**src/rtl/group_renamer.sv**
```systemverilog
module group_renamer #(
  parameter int SLOTS     = 4,
  parameter int ARCH_REGS = 32,
  parameter int PHYS_REGS = 64
) (
  input  logic                                clk,
  input  logic                                rst_n,
  input  logic                                in_valid,
  input  logic [SLOTS*$clog2(ARCH_REGS)-1:0]  in_src_a,
  input  logic [SLOTS*$clog2(ARCH_REGS)-1:0]  in_src_b,
  input  logic [SLOTS*$clog2(ARCH_REGS)-1:0]  in_dst,
  input  logic [SLOTS-1:0]                    in_dst_en,
  input  logic                                rel_valid,
  input  logic [$clog2(PHYS_REGS)-1:0]        rel_tag,
  output logic                                stall,
  output logic                                out_valid,
  output logic [SLOTS*$clog2(PHYS_REGS)-1:0]  out_src_a,
  output logic [SLOTS*$clog2(PHYS_REGS)-1:0]  out_src_b,
  output logic [SLOTS*$clog2(PHYS_REGS)-1:0]  out_dst,
  output logic [SLOTS-1:0]                    out_dst_en
);
  localparam int AW        = $clog2(ARCH_REGS);
  localparam int PW        = $clog2(PHYS_REGS);
  localparam int CW        = PW + 1;
  localparam int INIT_FREE = PHYS_REGS - ARCH_REGS;

  logic [PW-1:0] map_q [ARCH_REGS];
  logic [PW-1:0] fl_q  [PHYS_REGS];
  logic [PW-1:0] rd_ptr, wr_ptr;
  logic [CW-1:0] fl_count;

  logic [CW-1:0] need;
  logic [PW-1:0] fresh [SLOTS];
  logic [SLOTS*PW-1:0] tag_a, tag_b, tag_d;
  logic accept, rel_ok;
  logic [CW-1:0] pop_n;

  always_comb begin
    need = '0;
    for (int i = 0; i < SLOTS; i++) begin
      fresh[i] = fl_q[rd_ptr + need[PW-1:0]];
      if (in_dst_en[i]) need = need + CW'(1);
    end
  end

  always_comb begin
    for (int i = 0; i < SLOTS; i++) begin
      tag_a[i*PW +: PW] = map_q[in_src_a[i*AW +: AW]];
      tag_b[i*PW +: PW] = map_q[in_src_b[i*AW +: AW]];
      tag_d[i*PW +: PW] = in_dst_en[i] ? fresh[i] : '0;
      for (int j = 0; j < SLOTS; j++) begin
        if (j < i && in_dst_en[j]) begin
          if (in_dst[j*AW +: AW] == in_src_a[i*AW +: AW]) tag_a[i*PW +: PW] = fresh[j];
          if (in_dst[j*AW +: AW] == in_src_b[i*AW +: AW]) tag_b[i*PW +: PW] = fresh[j];
        end
      end
    end
  end

  assign stall  = in_valid && (need > fl_count);
  assign accept = in_valid && !stall;
  assign rel_ok = rel_valid && (fl_count != CW'(PHYS_REGS));
  assign pop_n  = accept ? need : '0;

  always_ff @(posedge clk) begin
    if (!rst_n) begin
      for (int k = 0; k < ARCH_REGS; k++) map_q[k] <= PW'(k);
      for (int k = 0; k < PHYS_REGS; k++) fl_q[k] <= (k < INIT_FREE) ? PW'(k + ARCH_REGS) : '0;
      rd_ptr     <= '0;
      wr_ptr     <= PW'(INIT_FREE);
      fl_count   <= CW'(INIT_FREE);
      out_valid  <= 1'b0;
      out_src_a  <= '0;
      out_src_b  <= '0;
      out_dst    <= '0;
      out_dst_en <= '0;
    end else begin
      out_valid <= accept;
      if (accept) begin
        for (int j = 0; j < SLOTS; j++)
          if (in_dst_en[j]) map_q[in_dst[j*AW +: AW]] <= fresh[j];
        out_src_a  <= tag_a;
        out_src_b  <= tag_b;
        out_dst    <= tag_d;
        out_dst_en <= in_dst_en;
        rd_ptr     <= rd_ptr + need[PW-1:0];
      end
      if (rel_ok) begin
        fl_q[wr_ptr] <= rel_tag;
        wr_ptr       <= wr_ptr + PW'(1);
      end
      fl_count <= fl_count - pop_n + (rel_ok ? CW'(1) : CW'(0));
    end
  end
endmodule

```
**config.mk**
```make
export PLATFORM = sky130hd
export DESIGN_NAME = group_renamer
export DESIGN_NICKNAME = d
export VERILOG_FILES = /design/src/rtl/group_renamer.sv
export SDC_FILE = /design/constraint.sdc
export NUM_CORES = 2
export LEC_CHECK = 0
export BUFFER_PORTS_ARGS = -buffer_cell sky130_fd_sc_hd__buf_2
export CORE_ASPECT_RATIO = 1.5
export CORE_MARGIN = 3
export CORE_UTILIZATION = 30
export DETAILED_ROUTE_END_ITERATION = 6
export GPL_ROUTABILITY_DRIVEN = 0
export PLACE_DENSITY = 0.51
export SLEW_MARGIN = 20
export SYNTH_ARGS = -nofsm -noshare
export SYNTH_HDL_FRONTEND = slang
export SYNTH_SLANG_ARGS = --single-unit
export TNS_END_PERCENT = 30
```
**constraint.sdc**
```tcl
create_clock -name clk -period 4.9 [get_ports clk]
set_input_delay 0.245 -clock clk [delete_from_list [all_inputs] [get_ports clk]]
set_output_delay 0.245 -clock clk [all_outputs]
set_load 0.01 [all_outputs]
```
# [Yosys cells after proc, flatten, opt, wreduce, memory -nomap -nowiden]
# Memories as Yosys holds them, arrays and structs flattened. A register that Yosys moved wholly into a read port is not among the register bits.
# Index checks and enable logic that the tools add are counted.
[op_classes] add_sub_neg=10 n_lt_le_gt_ge=1 n_eq_ne=13 n_mux=71 n_reduce_logical=11
[ops] op="$mux W6" count=36
[ops] op="$eq A5 B5 Y1" count=12
[ops] op="$reduce_or A6 Y1" count=5
[ops] op="$mux W7" count=4
[ops] op="$mux W1" count=27
[ops] op="$add A6 B6 Y6" count=4
[ops] op="$add A7 B1 Y7 const B" count=3
[ops] op="$mux W5" count=4
[ops] op="$add A7 B1 Y7" count=1
[ops] op="$gt A7 B7 Y1" count=1
[ops] op="$ne A7 B7 Y1 const B" count=1
[ops] op="$sub A7 B7 Y7" count=1
[ops] op="$add A6 B1 Y6 const B" count=1
[ops] op="$logic_and A1 B1 Y1" count=3
[ops] op="$logic_not A1 Y1" count=3
[totals] ff_bits=96 mem_bits_rw=576 inputBits=74 output_inout_bits=78 elab_cells=116 mem_count=2
[memory_table] memory="fl_q" words=64 width=6 rd=4 rd_clocked_by_memory_dff=1 wr=64 line_no="28" text="logic [PW-1:0] fl_q [PHYS_REGS];"
[memory_table] memory="map_q" words=32 width=6 rd=8 rd_clocked_by_memory_dff=2 wr=32 line_no="27" text="logic [PW-1:0] map_q [ARCH_REGS];"

# [Logic depth before layout (Yosys ltp)]
[depth] word_depth=16 depth_mapped=26 depth_no_buf=24

# [Least setup slack after synthesis]
# OpenSTA, ideal clock, no wires.
[synth_path] path_kind="input port to flip-flop" from="input port in_dst_en[0]" to="register fl_count[6]" setup_time_ps=76 arrival_ps=4870 required_time_ps=4824 path_slack_ps=-46 stages=22 path_buffers=2 cell_sequence="clkinv_1 -> ha_1 -> xor2_1 -> ha_1 -> mux2_2 -> ha_1 -> and4b_1 -> a211o_1 -> nand2_1 -> and2_1 -> clkbuf_1 -> clkbuf_1 -> nand2_1 -> ha_1 -> ha_1 -> nor2b_1 -> o21ai_0 -> nand2b_1 -> a21oi_1 -> nor2_1 -> or3_1 -> a21boi_0"
[synth_via] elab_chain_cells=14
[synth_rtl] item="start: declaration" line_no="12" text="input logic [SLOTS-1:0] in_dst_en,"
[synth_rtl] item="$mux W1 (*)" line_no="42" text="if (in_dst_en[i]) need = need + CW'(1);"
[synth_rtl] item="$add A7 B1 Y7" line_no="42"
[synth_rtl] item="$mux W7 (*)" line_no="42"
[synth_rtl] item="$add A7 B1 Y7" line_no="42"
[synth_rtl] item="$mux W7 (*)" line_no="42"
[synth_rtl] item="$add A7 B1 Y7" line_no="42"
[synth_rtl] item="$mux W7 (*)" line_no="42"
[synth_rtl] item="$gt A7 B7 Y1" line_no="60" text="assign stall = in_valid && (need > fl_count);"
[synth_rtl] item="$logic_and A1 B1 Y1" line_no="60"
[synth_rtl] item="$logic_not A1 Y1" line_no="61" text="assign accept = in_valid && !stall;"
[synth_rtl] item="$logic_and A1 B1 Y1" line_no="61"
[synth_rtl] item="$mux W7 (*)" line_no="63" text="assign pop_n = accept ? need : '0;"
[synth_rtl] item="$sub A7 B7 Y7 (*)" line_no="92" text="fl_count <= fl_count - pop_n + (rel_ok ? CW'(1) : CW'(0));"
[synth_rtl] item="$add A7 B1 Y7 (*)" line_no="92"
[synth_rtl] item="end signal: assignment" line_no="71" text="fl_count <= CW'(INIT_FREE);"
[synth_rtl] item="end signal: assignment" line_no="92"
[synth_rtl] item="end: declaration" line_no="30" text="logic [CW-1:0] fl_count;"
# Every way passes the cells marked *; elsewhere a longest branch is shown, timed or not.
# A chain may end at the register's enable or synchronous reset.

==> out/qor.csv <==
stage,metric,value,unit
pwr,power,25.7,mW
clocking,clock_latency,0.77,ns
job,drv_cap,0,
sta,max_freq,0.217,GHz
worst_setup_path,cp_max_fo,21,
sta,tightest_slew,1.23,ns
routing,wl,300,mm
outcome,failed_checks,design-rule violations,
sta,timing.final.ws_setup,0.288,ns
global_routing,grt_start_max_net_pins,65,
place,placed_cells,7519,
global_routing,grt_pass1_vias,50810,
synthesis,ys_warn_count,0,
sta,maxSlewHeadroom,17.6,%
synthesis,synth_edf_count,576,
worst_setup_path,crit_path_end_kind,flip-flop,
cells_and_area,multiInputGateArea,36800,um^2
global_routing,grt_usage,29.2,%
pwr,power_frac_clock,24.6,%
sta,hold_viol_final,0,
synthesis,synth.avg_cell_area,11.8,um^2
cells_and_area,postLayoutCellArea,66500,um^2
clocking,cts_tree,yes,
synthesis,synth_cells,4943,
cells_and_area,seq_area,19300,um^2
clocking,cts_resized,0,
floorplan,start_util,30.3,%
pwr,p_comb_share,47.3,%
floorplan,die_w,366,um
pwr,pwr-share-seq,28.1,%
place,dpl_cell_area,63700,um^2
routing,vias_per_cell,6.87,
worst_setup_path,critical_path_class,flip-flop to flip-flop,
clocking,cts.sinks,678,
pwr,pwr_density_cell,386,nW/um^2
sta,finalCritPeriodShare,94.1,%
worst_setup_path,start_kind,flip-flop,
floorplan,coreArea,193000,um^2
cells_and_area,final_nets,5127,
cells_and_area,fill_cells,19028,
sta,hold_slack,0.00257,ns
sta,finalSetupViolCount,0,
cells_and_area,final_cells,7692,
pwr,switchingPower,11.0,mW
place,pre_cts_slack,-0.190,ns
clocking,root_buffer,clkbuf_16,
clocking,cts_max_level,3,
floorplan,core.rowCount,197,
global_routing,grt.overflow.total,0,
synthesis,ys_types,98,
synthesis,synth_seq_cells,678,
pwr,p_leak,21.0,nW
synthesis,syn_area,58300,um^2
worst_setup_path,worstPathArrival,5.10,ns
min_path,hp-class,input port to flip-flop,
routing,dr_total_vias,52870,
worst_setup_path,crit_required,5.39,ns
synthesis,synthArstFlopShare,0,%
synthesis,yosysSeqAreaShare,33.2,%
sta,finalSetupTns,0,ns
pwr,swShare,42.8,%
global_routing,grt_pass1_wl,414,mm
outcome,outcome,"complete, but fails checks",
sta,rsz0062_at_grt,no,
cells_and_area,final_core_util,34.5,%
synthesis,synth_ff_type,edfxtp_1,
cells_and_area,areaGrowthSynthToFinish,14.1,%
routing,postRouteAntennaNets,0,
routing,wire_per_inst,39.0,um
routing,drc,26,
clocking,clkSlewWorstSetupHoldPaths,0.06,ns
global_routing,antenna_found_initial,41,
clocking,cts_hold_buf,3,
floorplan,die_area,200000,um^2
sta,fin_skew,0.0570,ns
sta,drv_slew,0,
routing,drt-pass1-iter-count,7,
clocking,cts_buffers,79,
place,io_buffers,151,
pwr,peakVddDrop,356,uV
floorplan,die_y,546,um
pwr,internal_power,14.7,mW
place,dp_hpwl,221,mm
routing,drt_iter0_drc,9080,
worst_setup_path,reg2reg_slack,0.29,ns
cells_and_area,drive_gt1_share,31.9,%
floorplan,ios,152,
clocking,post-cts-setup-buffers,0,
clocking,cts_buffer_depth,3,
sta,post-route-min-period,4.61,ns
final timing paths:
path | from | to | depth (start not counted)
min reg2reg | out_src_a[8]$_SDFFE_PN0N_ | out_src_a[8]$_SDFFE_PN0N_ | 2
min | rel_tag[0] | fl_q[29][0]$_SDFFCE_PN1P_ | 3
max reg2reg | rd_ptr[0]$_SDFFE_PN0N_ | map_q[16][2]$_DFFE_PP_ | 12
max | rd_ptr[0]$_SDFFE_PN0N_ | map_q[16][2]$_DFFE_PP_ | 12
power groups by stage:
| stage | Combinational (mW) | Clock (mW) | Sequential (mW) |
|---|---|---|---|
| 2_1_floorplan | 6.39 | 0 | 6.90 |
| 3_3_place_gp | 11.5 | 0 | 7.28 |
| 3_5_place_dp | 11.5 | 0 | 7.29 |
| 4_1_cts | 11.6 | 6.35 | 7.17 |
| 5_1_grt | 12.2 | 6.59 | 7.21 |
| 6_report | 12.1 | 6.32 | 7.21 |
cells by family (layout without fill, tap and decap cells):
logic type	count (synthesis)	in the layout	share of synthesized area, %
flops	678	678	33.2
xor+xnor	90	90	1.46
mux	1041	1041	36.3
buf+inv	575	711	4.15
simple gates	1601	1601	13.5
fa+ha+maj	36	36	0.812
compound gates	920	920	10.6
other cells	2	28	0.0129
synthesized netlist by cell type (all sizes together) (9+ instances only):
master	instances	area share [%]
mux4	855	33
edfxtp	576	30
nand2	441	2.8
nor2	335	2.2
clkbuf	326	2.1
o21ai	276	2.4
buf	202	1.7
and2	200	2.1
nor3	194	1.7
a21oi	150	1.3
mux2i	143	2.5
nand3	120	1.0
dfxtp	102	3.5
o221ai	83	1.2
or3	83	0.89
o22ai	60	0.65
nor2b	53	0.57
xnor2	52	0.85
a221oi	49	0.74
o211ai	44	0.57
mux2	43	0.83
inv	41	0.26
xor2	38	0.60
a22oi	36	0.46
a31oi	35	0.38
ha	33	0.71
a211oi	32	0.42
nand4	27	0.29
and3	23	0.25
nand2b	22	0.24
nor3b	21	0.27
nand3b	20	0.26
a22o	17	0.26
a32oi	17	0.26
nor4	17	0.27
o2111ai	14	0.21
o211a	14	0.24
or2	14	0.15
a21boi	11	0.16
a21o	11	0.14
or3b	11	0.17
o221a	10	0.19
a221o	9	0.15
registers in the layout, indices dropped and copies added, names as in the netlist, named ones only:
name        cells
out_valid       1
out_dst        24
fl_count        7
wr_ptr          6
fl_q          384
rd_ptr          6
out_src_b      24
map_q         192
out_dst_en      4
out_src_a      24
cell usage in the layout, fill, tap and decap left out, types with 80 or more instances in the layout:
cell         n
a21oi_1    149
nor2_1     334
edfxtp_1   576
buf_2      141
clkbuf_16   80
nor3_1     191
and2_1     198
mux4_2     855
mux2i_1    142
nand3_1    117
o221ai_1    83
nand2_1    440
or3_1       83
o21ai_0    195
buf_4      320
dfxtp_1     99
layer usage:
| metal | wire length (um) | vias up | GRT usage [%] |
|---|---|---|---|
| met4 | 34000 | 36 | 25.6 |
| met5 | 220 | - | 0 |
| met2 | 132000 | 4852 | 44.6 |
| li1 | - | 20191 | - |
| met3 | 40100 | 1542 | 10.9 |
| met1 | 93300 | 26249 | 31.8 |
area by class of cell:
| class | count | area share [%] |
|---|---|---|
| Timing Repair Buffer | 520 | 6.40 |
| Inverter | 47 | 0.267 |
| Clock inverter | 50 | 0.929 |
| Sequential cell | 678 | 29.1 |
| Antenna cell | 25 | 0.0941 |
| Multi-Input combinational cell | 3691 | 55.3 |
| Clock buffer | 94 | 3.09 |
| Tap cell | 2587 | 4.87 |
worst max-delay path, cell delays in order, from the launching register on:
cell and delay, ns:
dfxtp_1 0.43, ha_4 0.64, buf_4 0.35, buf_4 0.19, mux4_2 0.48, mux4_2 0.46, o21ai_1 0.56, buf_4 0.24
a21boi_4 0.06, buf_12 0.23, buf_12 0.19, a221oi_1 0.33, nor3_1 0.10
Power figures use the tool's default switching activity.
